<file path="src/rtl/mcr_pkg.sv">
package mcr_pkg;

    typedef enum logic [1:0] {
        PH_WAIT  = 2'd0,
        PH_HOLD  = 2'd1,
        PH_OPEN  = 2'd2,
        PH_SETUP = 2'd3
    } ph_state_t;

    // Number of reference ticks covering pct percent of a period, rounded up, at least one.
    function automatic int pct_ticks(input int period, input int pct);
        int t;
        t = (period * pct + 99) / 100;
        if (t < 1) t = 1;
        return t;
    endfunction

endpackage

</file>
<file path="src/rtl/mcr_phase.sv">
module mcr_phase
    import mcr_pkg::*;
#(
    parameter int RX_TICKS = 16,
    parameter int SETUP_TK = 4,
    parameter int HOLD_TK  = 2
) (
    input  logic      clk,
    input  logic      rst,
    input  logic      rx_stb,
    output ph_state_t state,
    output logic      win,
    output logic      in_setup,
    output logic      in_hold
);

    localparam int CW = (RX_TICKS > 2) ? $clog2(RX_TICKS) : 1;
    localparam logic [CW-1:0] PH_LAST  = CW'(RX_TICKS - 1);
    localparam logic [CW-1:0] HOLD_END = CW'(HOLD_TK - 1);
    localparam logic [CW-1:0] OPEN_END = CW'(RX_TICKS - SETUP_TK - 1);

    logic [CW-1:0] ph;
    ph_state_t     state_nxt;

    // Ticks elapsed since the last strobe, saturating at the period end.
    always_ff @(posedge clk) begin
        if (rst) begin
            ph <= '0;
        end else if (rx_stb) begin
            ph <= '0;
        end else if (ph != PH_LAST) begin
            ph <= ph + 1'b1;
        end
    end

    always_comb begin
        state_nxt = state;
        unique case (state)
            PH_WAIT:  if (rx_stb) state_nxt = PH_HOLD;
            PH_HOLD:  if (rx_stb) state_nxt = PH_HOLD;
                      else if (ph == HOLD_END) state_nxt = PH_OPEN;
            PH_OPEN:  if (rx_stb) state_nxt = PH_HOLD;
                      else if (ph == OPEN_END) state_nxt = PH_SETUP;
            PH_SETUP: if (rx_stb) state_nxt = PH_HOLD;
            default:  state_nxt = PH_WAIT;
        endcase
    end

    always_ff @(posedge clk) begin
        if (rst) state <= PH_WAIT;
        else     state <= state_nxt;
    end

    always_comb begin
        in_setup = 1'b0;
        in_hold  = 1'b0;
        unique case (state)
            PH_WAIT:  ;
            PH_HOLD:  in_hold  = 1'b1;
            PH_OPEN:  ;
            PH_SETUP: in_setup = 1'b1;
            default:  ;
        endcase
        win = in_setup | in_hold;
    end

endmodule

</file>
<file path="src/rtl/mcr_detect.sv">
module mcr_detect (
    input  logic clk,
    input  logic rst,
    input  logic d_in,
    input  logic in_setup,
    input  logic in_hold,
    output logic evt_setup,
    output logic evt_hold
);

    logic d_prev;
    logic moved;

    always_ff @(posedge clk) begin
        if (rst) d_prev <= d_in;
        else     d_prev <= d_in;
    end

    always_comb begin
        moved     = d_in ^ d_prev;
        evt_setup = moved & in_setup;
        evt_hold  = moved & in_hold;
    end

endmodule

</file>
<file path="src/rtl/mcr_capture.sv">
module mcr_capture (
    input  logic clk,
    input  logic rst,
    input  logic rx_stb,
    input  logic d_in,
    input  logic inj_en,
    input  logic evt_setup,
    input  logic evt_hold,
    output logic q,
    output logic viol,
    output logic pulse
);

    logic sflag, hflag, inj_done, ideal;
    logic sel_edge, hold_go, mux_out;

    always_comb begin
        sel_edge = inj_en & (sflag | evt_setup);
        hold_go  = inj_en & evt_hold & ~inj_done & ~rx_stb;
        mux_out  = sel_edge ? ~d_in : d_in;
        viol     = sflag | hflag;
    end

    always_ff @(posedge clk) begin
        if (rst) begin
            sflag    <= 1'b0;
            hflag    <= 1'b0;
            inj_done <= 1'b0;
            ideal    <= 1'b0;
            q        <= 1'b0;
            pulse    <= 1'b0;
        end else if (rx_stb) begin
            ideal    <= d_in;
            q        <= mux_out;
            pulse    <= sel_edge;
            inj_done <= sel_edge;
            sflag    <= 1'b0;
            hflag    <= 1'b0;
        end else begin
            sflag <= sflag | evt_setup;
            hflag <= hflag | evt_hold;
            pulse <= hold_go;
            if (hold_go) begin
                q        <= ~ideal;
                inj_done <= 1'b1;
            end
        end
    end

endmodule

</file>
<file path="src/rtl/meta_capture_reg.sv">
module meta_capture_reg
    import mcr_pkg::*;
#(
    parameter int RX_TICKS  = 16,
    parameter int SETUP_PCT = 25,
    parameter int HOLD_PCT  = 10
) (
    input  logic clk,
    input  logic rst,
    input  logic rx_stb,
    input  logic d_in,
    input  logic inj_en,
    output logic q_out,
    output logic win_out,
    output logic viol_out,
    output logic inj_pulse
);

    localparam int SETUP_TK = pct_ticks(RX_TICKS, SETUP_PCT);
    localparam int HOLD_TK  = pct_ticks(RX_TICKS, HOLD_PCT);

    ph_state_t state;
    logic      in_setup, in_hold, evt_setup, evt_hold;

    mcr_phase #(
        .RX_TICKS(RX_TICKS),
        .SETUP_TK(SETUP_TK),
        .HOLD_TK (HOLD_TK)
    ) u_phase (
        .clk     (clk),
        .rst     (rst),
        .rx_stb  (rx_stb),
        .state   (state),
        .win     (win_out),
        .in_setup(in_setup),
        .in_hold (in_hold)
    );

    mcr_detect u_detect (
        .clk      (clk),
        .rst      (rst),
        .d_in     (d_in),
        .in_setup (in_setup),
        .in_hold  (in_hold),
        .evt_setup(evt_setup),
        .evt_hold (evt_hold)
    );

    mcr_capture u_capture (
        .clk      (clk),
        .rst      (rst),
        .rx_stb   (rx_stb),
        .d_in     (d_in),
        .inj_en   (inj_en),
        .evt_setup(evt_setup),
        .evt_hold (evt_hold),
        .q        (q_out),
        .viol     (viol_out),
        .pulse    (inj_pulse)
    );

endmodule

</file>
<file path="config.mk">
export PLATFORM = sky130hd
export DESIGN_NAME = meta_capture_reg
export DESIGN_NICKNAME = d
export VERILOG_FILES = /design/src/rtl/mcr_pkg.sv /design/src/rtl/mcr_phase.sv /design/src/rtl/mcr_detect.sv /design/src/rtl/mcr_capture.sv /design/src/rtl/meta_capture_reg.sv
export SDC_FILE = /design/constraint.sdc
export NUM_CORES = 1
export LEC_CHECK = 0
export CAP_MARGIN = 20
export CORE_UTILIZATION = 39
export DETAILED_ROUTE_END_ITERATION = 12
export GPL_ROUTABILITY_DRIVEN = 0
export GPL_TIMING_DRIVEN = 0
export SETUP_SLACK_MARGIN = 0.2
export SLEW_MARGIN = 20
export SYNTH_ARGS = -nofsm -noshare
export SYNTH_HDL_FRONTEND = slang
export SYNTH_HIERARCHICAL = 1
export SYNTH_SLANG_ARGS = --single-unit
export TNS_END_PERCENT = 30
</file>
<file path="constraint.sdc">
create_clock -name clk -period 1.9 [get_ports clk]
set_input_delay 0.38 -clock clk [delete_from_list [all_inputs] [get_ports clk]]
set_output_delay 0.38 -clock clk [all_outputs]
set_load 0.02 [all_outputs]
</file>
==> flow_metrics.tcl, run 1 <==
set metrics [dict create \
    setup_viol 0 \
    worst_slew_pin_slew_ps 509 \
    dieArea_mm2 0.00184 \
    dpl-instance-area_um2 753 \
    portBuffers 8 \
    crit-reg2reg-launch "u_phase/state[0]" \
    area_delta_synth_final_pct 25.7 \
    cts_hold_buf 0 \
    worstPathArrival_ps 1890 \
    avgSynthCellArea_um2 9.73 \
    dr.first_iter.drc_count 27 \
    dp_cells 91 \
    worst_path_max_delay_cell "or4b_4" \
    critical_path.endpoint_type "register" \
    grt_pass1_wl_mm 2.17 \
    cp.required_ps 2060 \
    hold_ws_ps 455 \
    cp-endpoint "u_phase/state[1]" \
    fin_nets 93 \
    routed_wl_mm 1.24 \
    finalClockSkew_ps 0.383 \
    synth_seq_cells 13 \
    synthCells 67 \
    cts_made_buffers 3 \
    finalNonFillerCells 97 \
    ant_nets 0 \
    synth_cell_type_count 31 \
    htree_levels 1 \
    crit_start "u_phase/state[0]" \
    dp_hpwl_um 866 \
    io-pin-count 9 \
    final_util_pct 53.2 \
    antenna_found_initial 0 \
    clk_latency_ps 270 \
    nFillCells 146 \
    max_stage_delay_ps 490 \
    antenna_cells 0 \
    wl_per_cell_um 12.8 \
    synthTopCellsByArea "dfxtp_1 (40%), ha_1 (12%), nor2_1 (4.6%), or2_2 (2.9%), a2111oi_0 (2.7%)" \
    grt_pass1_vias 503 \
    critPathKind "reg -> reg" \
    drc_errors 0 \
    maxCapViolCount 0 \
    cts_tree "built" \
    cts_root_buf "clkbuf_4" \
    maxSlewHeadroom_pct 66.0 \
    cts_max_path_buffers 2 \
    dr.pass1.iters 4 \
    power.total_mw 0.609 \
    layout-drive-gt1-share_pct 21.0 \
    initial_core_util_pct 42.3 \
    r2r_setup_slack_ps 170 \
    vdd_drop_max_uv 378 \
    leakage_nw 0.311 \
    num_rows 14 \
    hold_path_class "reg -> reg" \
    stdcell_area_um2 820 \
    synth.net_count 78 \
    grt_overflow_total 0 \
    yosys.area.top_type "dfxtp_1" \
    synth.cell_area_um2 652 \
    chipHeight_um 42.9 \
    rsz0062_at_grt "yes" \
    critPathLaunchType "register" \
    fmax_ghz 0.578 \
    crit_fanout 3 \
    crit_path_cell_trace "inv_2 -> ha_4 -> or4b_4 -> a22o_1 -> a2111oi_2" \
    status "complete, no violations" \
    path_clk_slew_ps 80 \
    r2r-end "u_phase/state[1]" \
    grt_max_degree 15 \
    multi_input_area_um2 398 \
    synth_top_cell_area_share_pct 39.9 \
    fin_crit_ps 1730 \
    seqCellArea_um2 269 \
    power_density_mw_per_mm2 743 \
    period_share_pct 91.0 \
    hold_viol_final 0 \
    rr_worst_depth 5 \
    die_w_um 42.9 \
    core_mm2 0.00154 \
    slew_violations 0 \
    ys_warn_count 6 \
    layout_commonest_cell "dfxtp_1" \
    vias 533 \
    vias_per_cell 5.49 \
    seq_area_frac_synth_pct 39.9 \
    track_usage_pct 15.7 \
    layout_common_cells "dfxtp_1 (10), nor2_1 (8), clkdlybuf4s50_1 (6), ha_1 (4), clkbuf_4 (3)" \
    clkSinkCount 13 \
]
-- Yosys cell counts --
| cell | n |
|---|---|
| a2111oi_0 | 2 |
| a2111oi_2 | 1 |
| a211oi_1 | 2 |
| a21oi_1 | 1 |
| a221oi_1 | 2 |
| a22o_1 | 1 |
| a31oi_1 | 1 |
| a32o_1 | 1 |
| and2_1 | 2 |
| dfxtp_1 | 13 |
| ha_1 | 6 |
| inv_1 | 3 |
| mux2i_1 | 1 |
| nand2_1 | 2 |
| nand2b_1 | 1 |
| nand3_1 | 2 |
| nand3b_1 | 1 |
| nand4b_1 | 1 |
| nor2_1 | 8 |
| nor2b_1 | 1 |
| nor3_1 | 1 |
| nor4_1 | 1 |
| o211ai_1 | 1 |
| o21a_1 | 2 |
| o21ai_1 | 1 |
| o21bai_1 | 1 |
| or2_2 | 3 |
| or3_1 | 1 |
| or4b_4 | 1 |
| xnor2_1 | 2 |
| xor2_1 | 1 |
-- kinds of logic (layout without fill, tap and decap cells) --
logic type / count (synthesis) / count (layout) / synth area share (%)
XOR/XNOR: 3 / 3 / 4.03
AND/OR/NAND/NOR: 25 / 25 / 21.3
multiplexers: 1 / 1 / 1.54
AO/OA/AOI/OAI: 16 / 16 / 20.0
flip-flops: 13 / 13 / 39.9
adder cells (fa/ha/maj): 6 / 6 / 11.5
buffers and inverters: 3 / 17 / 1.73
-- sequential cells by signal (all words and copies together), names as in the netlist --
name	count
u_detect/d_prev	1
u_capture/inj_done	1
u_capture/q	1
u_phase/ph	4
u_capture/hflag	1
u_capture/sflag	1
u_capture/ideal	1
u_capture/pulse	1
u_phase/state	2
-- timing repair --
action	in CTS	in global routing
endpoints found under the hold margin	0	0
setup endpoints to repair	4	4
pin swaps	2	1
buffers inserted	2	0
gates resized for setup	10	5
-- critical path: cells and delay by family, from the launching register on --
family          cells  cell delay (ps)
buf+inv             1               40
flops               1              360
simple gates        1              490
compound gates      2              530
fa+ha+maj           1              200
-- per-stage QoR --
step | worst slack (ps) | TNS (ps)
after detailed placement | -34.9 | -34.9
after floorplan | 104 | 0
after global placement | -42.2 | -42.2
after CTS | 109 | 0
final | 170 | 0
after global routing | 109 | 0
-- worst min path at each step --
stage,start,end,slack (ps),depth (start not counted)
CTS,u_capture/hflag,u_capture/hflag,460,1
global placement,u_capture/hflag,u_capture/hflag,430,1
global route,u_capture/hflag,u_capture/hflag,490,1
floorplan,d_in,u_detect/d_prev,410,0
detailed placement,u_capture/hflag,u_capture/hflag,440,1
finish,u_capture/hflag,u_capture/hflag,450,1
-- power breakdown --
group	switching, mW	internal, mW
Sequential	0.0122	0.288
Combinational	0.0664	0.0748
Clock	0.0864	0.0812
-- layout make-up --
| cell class | instances | area share [%] |
|---|---|---|
| multi-input combinational | 51 | 48.5 |
| sequential | 13 | 32.8 |
| timing repair buffer | 10 | 11.6 |
| clock buffer | 4 | 3.21 |
| tap | 16 | 2.44 |
| inverter | 3 | 1.37 |
-- metal layers --
metal | global-route usage [%] | routed length, um | up-vias
met5 | 0 | 0 | -
met4 | 7.50 | 0 | 0
met3 | 3.83 | 39 | 0
met2 | 20.3 | 505 | 7
met1 | 23.7 | 694 | 250
li1 | - | - | 276
Power figures use the tool's default switching activity.
==> inputs of run 2 (changes only) <==
--- a/config.mk
+++ b/config.mk
@@ -11,6 +11,7 @@
 export GPL_ROUTABILITY_DRIVEN = 0
 export GPL_TIMING_DRIVEN = 0
 export SETUP_SLACK_MARGIN = 0.2
+export SKIP_LAST_GASP = 1
 export SLEW_MARGIN = 20
 export SYNTH_ARGS = -nofsm -noshare
 export SYNTH_HDL_FRONTEND = slang
==> constraint.sdc (replaced) <==
create_clock -name clk -period 1.56 [get_ports clk]
set_input_delay 0.312 -clock clk [delete_from_list [all_inputs] [get_ports clk]]
set_output_delay 0.312 -clock clk [all_outputs]
set_load 0.02 [all_outputs]
==> run 2 against run 1 <==
- the run now ends with setup timing left
- register-to-register slack got worse by 360 ps
- sequential share of layout area increased by 0.56 points
- sequential cell count unchanged
- cell area decreased by 1.7%
- first-iteration DRC count decreased by 33%
- utilization decreased by 0.89 points
- worst setup slack got worse by 360 ps
- sequential power increased by 22%
- global-route usage increased by 0.088 points
- maximum frequency decreased by 1.3%
- clock skew increased by 1.2 ps
- count of clock-buffer cells in the layout unchanged
==> flow_metrics.tcl, run 2 (synthesized netlist as in run 1, its figures left out) <==
set metrics [dict create \
    fmax_ghz 0.570 \
    initial_core_util_pct 42.3 \
    grt_max_degree 15 \
    antenna_cells 0 \
    chipHeight_um 42.9 \
    power_density_mw_per_mm2 905 \
    dieArea_mm2 0.00184 \
    nFillCells 149 \
    dp_hpwl_um 866 \
    rsz0062_at_grt "yes" \
    hold_path_class "reg -> reg" \
    layout-drive-gt1-share_pct 20.0 \
    slew_violations 0 \
    regMostFlops "u_phase/ph" \
    period_share_pct 112 \
    layout_common_cells "dfxtp_1 (10), nor2_1 (8), clkdlybuf4s50_1 (6), ha_1 (5), clkbuf_4 (3)" \
    critical_path.endpoint_type "register" \
    vias 519 \
    cts_made_buffers 3 \
    clk_latency_ps 270 \
    path_clk_slew_ps 80 \
    io-pin-count 9 \
    portBuffers 8 \
    reg_top3 "u_phase/ph: 4 flops, u_phase/state: 2 flops" \
    clkSinkCount 13 \
    vias_per_cell 5.41 \
    htree_levels 1 \
    setup_viol 4 \
    maxSlewHeadroom_pct 66.1 \
    cts_hold_buf 0 \
    worstPathArrival_ps 1910 \
    wl_per_cell_um 12.9 \
    routed_wl_mm 1.24 \
    hp-start "u_capture/hflag" \
    cp.required_ps 1720 \
    area_delta_synth_final_pct 23.6 \
    power.total_mw 0.729 \
    vdd_drop_max_uv 477 \
    worst_slew_pin_slew_ps 508 \
    crit_start "u_phase/state[0]" \
    grt_pass1_vias 507 \
    cts_max_path_buffers 2 \
    cts_root_buf "clkbuf_4" \
    failed_checks "setup timing" \
    finalNonFillerCells 96 \
    layout_setup_ws_ps -193 \
    dr.first_iter.drc_count 18 \
    drc_errors 0 \
    grt_pass1_wl_mm 2.18 \
    max_stage_delay_ps 490 \
    status "complete, but fails checks" \
    maxCapViolCount 0 \
    leakage_nw 0.303 \
    fin_nets 92 \
    crit_path_cell_trace "inv_2 -> ha_4 -> or4b_4 -> a22o_1 -> a2111oi_2" \
    ant_nets 0 \
    track_usage_pct 15.8 \
    cts_tree "built" \
    critPathKind "reg -> reg" \
    core_mm2 0.00154 \
    grt_overflow_total 0 \
    hold_viol_final 0 \
    crit-reg2reg-launch "u_phase/state[0]" \
    finalClockSkew_ps 1.62 \
    num_rows 14 \
    worst_path_max_delay_cell "or4b_4" \
    fin_crit_ps 1750 \
    dp_cells 91 \
    die_w_um 42.9 \
    layout_commonest_cell "dfxtp_1" \
    crit_fanout 4 \
    dr.pass1.iters 4 \
    critPathLaunchType "register" \
    largest_reg_flops 4 \
    antenna_found_initial 0 \
]
[run 2: cell types whose count changed in the layout (fill, tap and decap cells not counted)]
| cell | change |
|---|---|
| ha_1 | +1 |
| ha_2 | -1 |
| buf_4 | -1 |
| dlygate4sd2_1 | -1 |
| buf_2 | +1 |
[run 2: area by class of cell]
cell class | instances | area (um^2) | area share, %
Multi-Input combinational cell | 51 | 395 | 49.1
Sequential cell | 13 | 269 | 33.4
Timing Repair Buffer | 9 | 83.8 | 10.4
Clock buffer | 4 | 26.3 | 3.26
Tap cell | 16 | 20.0 | 2.48
Inverter | 3 | 11.3 | 1.40
[run 2: through the flow]
| stage | area [um^2] | hold slack (ps) | worst slack (ps) | util, % | TNS (ps) |
|---|---|---|---|---|---|
| after detailed placement | 753 | 436 | -319 | 48.9 | -1530 |
| after global routing | 806 | 502 | -243 | 52.3 | -820 |
| after floorplan | 653 | 340 | -236 | - | -367 |
| after CTS | 801 | 455 | -211 | 51.9 | -671 |
| after global placement | 753 | 431 | -321 | 48.9 | -1510 |
| final | 806 | 465 | -193 | 52.3 | -436 |
[run 2: where the power goes]
| group | internal, mW | total [mW] | leakage (nW) | switching, mW |
|---|---|---|---|---|
| registers | 0.351 | 0.367 | 0.108 | 0.0160 |
| logic | 0.0796 | 0.157 | 0.180 | 0.0773 |
| clock network | 0.0989 | 0.205 | 0.0150 | 0.107 |
| total | 0.529 | 0.729 | 0.303 | 0.200 |
[run 2: path summary, 6_finish.rpt]
path,endpoint,slack [ps],depth (start not counted)
worst max register to register,u_phase/state[1],-190,5
worst min register to register,u_capture/hflag,470,1
worst max-delay path,u_phase/state[1],-190,5
worst min-delay path,u_capture/hflag,470,1
[run 2: timing repair]
action | 4_1_cts | 5_1_grt
gates resized for setup | 9 | 7
setup buffers | 1 | 0
endpoints found under the setup margin | 9 | 10
pin swaps | 2 | 1
[run 2: routing by layer]
| metal | vias up | global-route usage (%) | part of all wire [%] |
|---|---|---|---|
| met4 | 0 | 7.50 | 0 |
| met1 | 236 | 24.0 | 57 |
| met5 | - | 0 | 0 |
| met2 | 7 | 20.3 | 39 |
| li1 | 276 | - | - |
| met3 | 0 | 3.83 | 3.3 |
[run 2: critical path: cells and delay by family, from the launching register on]
family	cells	cell delay (ps)
AOI/OAI and AO/OA	2	530
and+or+nand+nor	1	490
DFF	1	370
adders and majority gates	1	200
buffers and inverters	1	50
==> inputs of run 3 (changes only) <==
--- a/config.mk
+++ b/config.mk
@@ -7,6 +7,7 @@
 export LEC_CHECK = 0
 export CAP_MARGIN = 20
 export CORE_UTILIZATION = 39
+export CTS_CLUSTER_DIAMETER = 80
 export DETAILED_ROUTE_END_ITERATION = 12
 export GPL_ROUTABILITY_DRIVEN = 0
 export GPL_TIMING_DRIVEN = 0
==> constraint.sdc (replaced) <==
create_clock -name clk -period 2.25 [get_ports clk]
set_input_delay 0.45 -clock clk [delete_from_list [all_inputs] [get_ports clk]]
set_output_delay 0.45 -clock clk [all_outputs]
set_load 0.02 [all_outputs]
==> run 3 against run 2 <==
- highest routed layer is now met4
- the flow now finishes without violations
- global-route usage fell by 0.96 points
- worst setup slack better by 450 ps
- register-to-register slack gained 490 ps
- clock power is 33% lower
- utilization is 1.8 points lower
- sequential cell count unchanged
- non-clock buffer count is 1 lower
==> flow_metrics.tcl, run 3 (synthesized netlist as in run 1, its figures left out) <==
set metrics [dict create \
    cts_tree "built" \
    nFillCells 161 \
    rsz0062_at_grt "yes" \
    path_clk_slew_ps 70 \
    worst_slew_pin_slew_ps 506 \
    crit_buf_inv 2 \
    layout_common_cells "dfxtp_1 (12), nor2_1 (8), clkdlybuf4s50_1 (7), ha_1 (6)" \
    critPathLaunchType "register" \
    critical_path.top_delay_family "buffers and inverters" \
    finalNonFillerCells 95 \
    cts_setup_buffers 0 \
    fin_crit_ps 2000 \
    dpl-instance-area_um2 752 \
    die_w_um 42.9 \
    crit_fanout 3 \
    fmax_ghz 0.501 \
    dieArea_mm2 0.00184 \
    critPathKind "reg -> out" \
    clkSinkCount 13 \
    reg_top3 "u_phase/ph: 4 flops, u_phase/state: 2 flops" \
    dp_hpwl_um 813 \
    layout_commonest_cell "dfxtp_1" \
    seqCellArea_um2 262 \
    initial_core_util_pct 42.3 \
    critical_path.endpoint_type "primary output" \
    core_mm2 0.00154 \
    fin_nets 91 \
    setup_viol 0 \
    setup_tns_ps 0 \
    worstPathArrival_ps 1550 \
    dr.pass1.iters 3 \
    cts_max_path_buffers 2 \
    status "complete, no violations" \
    cts_hold_buf 0 \
    antenna_cells 0 \
    dr.first_iter.drc_count 2 \
    crit_path_cell_trace "inv_1 -> ha_1 -> or2_2 -> dlygate4sd2_1" \
    layout-drive-gt1-share_pct 11.4 \
    final_util_pct 50.5 \
    grt_pass1_vias 460 \
    slew_violations 0 \
    routed_wl_mm 1.11 \
    maxSlewHeadroom_pct 66.1 \
    period_share_pct 88.8 \
    dp_cells 91 \
    ant_nets 0 \
    grt_max_degree 15 \
    portBuffers 8 \
    grt_overflow_total 0 \
    regMostFlops "u_phase/ph" \
    worst_path_max_delay_cell "dfxtp_1" \
    drc_errors 0 \
    stdcell_area_um2 778 \
    maxCapViolCount 0 \
    leakage_nw 0.298 \
    chipHeight_um 42.9 \
    vias_per_cell 5.37 \
    num_rows 14 \
    hold_path_class "reg -> reg" \
    cts_made_buffers 3 \
    finalClockSkew_ps 2.10 \
    track_usage_pct 14.8 \
    antenna_found_initial 0 \
    vias 510 \
    power_density_mw_per_mm2 628 \
    cp.required_ps 1800 \
    grt_pass1_wl_mm 2.01 \
    area_delta_synth_final_pct 19.4 \
    io-pin-count 9 \
    largest_reg_flops 4 \
    cts_root_buf "clkbuf_4" \
    wl_per_cell_um 11.7 \
    multi_input_area_um2 380 \
    clk_latency_ps 260 \
    max_stage_delay_ps 370 \
    hold_viol_final 0 \
    htree_levels 1 \
    vdd_drop_max_uv 315 \
]
run 3: cell count changes in the layout (fill, tap and decap cells not counted):
cell and change:
ha_4 -1, buf_4 -1, or2_2 +1, ha_1 +1, dfxtp_1 +2, clkdlybuf4s50_1 +1, inv_2 -1, buf_2 -1
buf_6 -1, dfxtp_4 -2, inv_1 +1, dlygate4sd2_1 +1, or2_4 -1
run 3: where the power goes:
group          switching (mW)  internal (mW)  total, mW
Clock                  0.0689         0.0685      0.137
Combinational          0.0496         0.0487     0.0983
Sequential             0.0105          0.243      0.253
Total                   0.129          0.360      0.489
run 3: worst paths after layout:
kind	start	to	slack, ps	depth (start not counted)
max	u_phase/state[1]	win_out	250	4
min reg2reg	u_capture/hflag	u_capture/hflag	470	1
max reg2reg	u_phase/state[0]	u_phase/state[1]	300	5
min	u_capture/hflag	u_capture/hflag	470	1
run 3: stage by stage:
| stage | worst slack, ps | hold WS [ps] | power, mW |
|---|---|---|---|
| global placement | 235 | 433 | 0.359 |
| detailed placement | 252 | 435 | 0.359 |
| global route | 144 | 484 | 0.527 |
| finish | 253 | 466 | 0.489 |
| floorplan | 369 | 420 | 0.320 |
| CTS | 236 | 471 | 0.500 |
run 3: repair_timing:
item	in CTS	in global routing
endpoints found under the hold margin	0	0
cloned	0	0
gates resized for setup	1	1
endpoints found under the setup margin	1	2
run 3: cell type report:
| type | count | share of cell area (%) |
|---|---|---|
| well taps | 16 | 2.57 |
| multi-input cells | 51 | 48.9 |
| clock buffers | 4 | 3.38 |
| inverters | 3 | 1.45 |
| flip-flops and latches | 13 | 33.6 |
| repair buffers | 8 | 10.1 |
run 3: layer usage:
metal | vias up | routed length (um) | global-route usage (%)
met1 | 232 | 597 | 21.2
li1 | 271 | - | -
met2 | 5 | 480 | 20.3
met4 | 0 | 9 | 7.50
met5 | - | 0 | 0
met3 | 2 | 23 | 3.83
run 3: worst reg2reg max path, cell delays in order, from the launching register on:
cell       delay (ps)
dfxtp_2           370
inv_1              60
ha_1              290
or4b_4            500
a22o_1            280
a2111oi_2         350
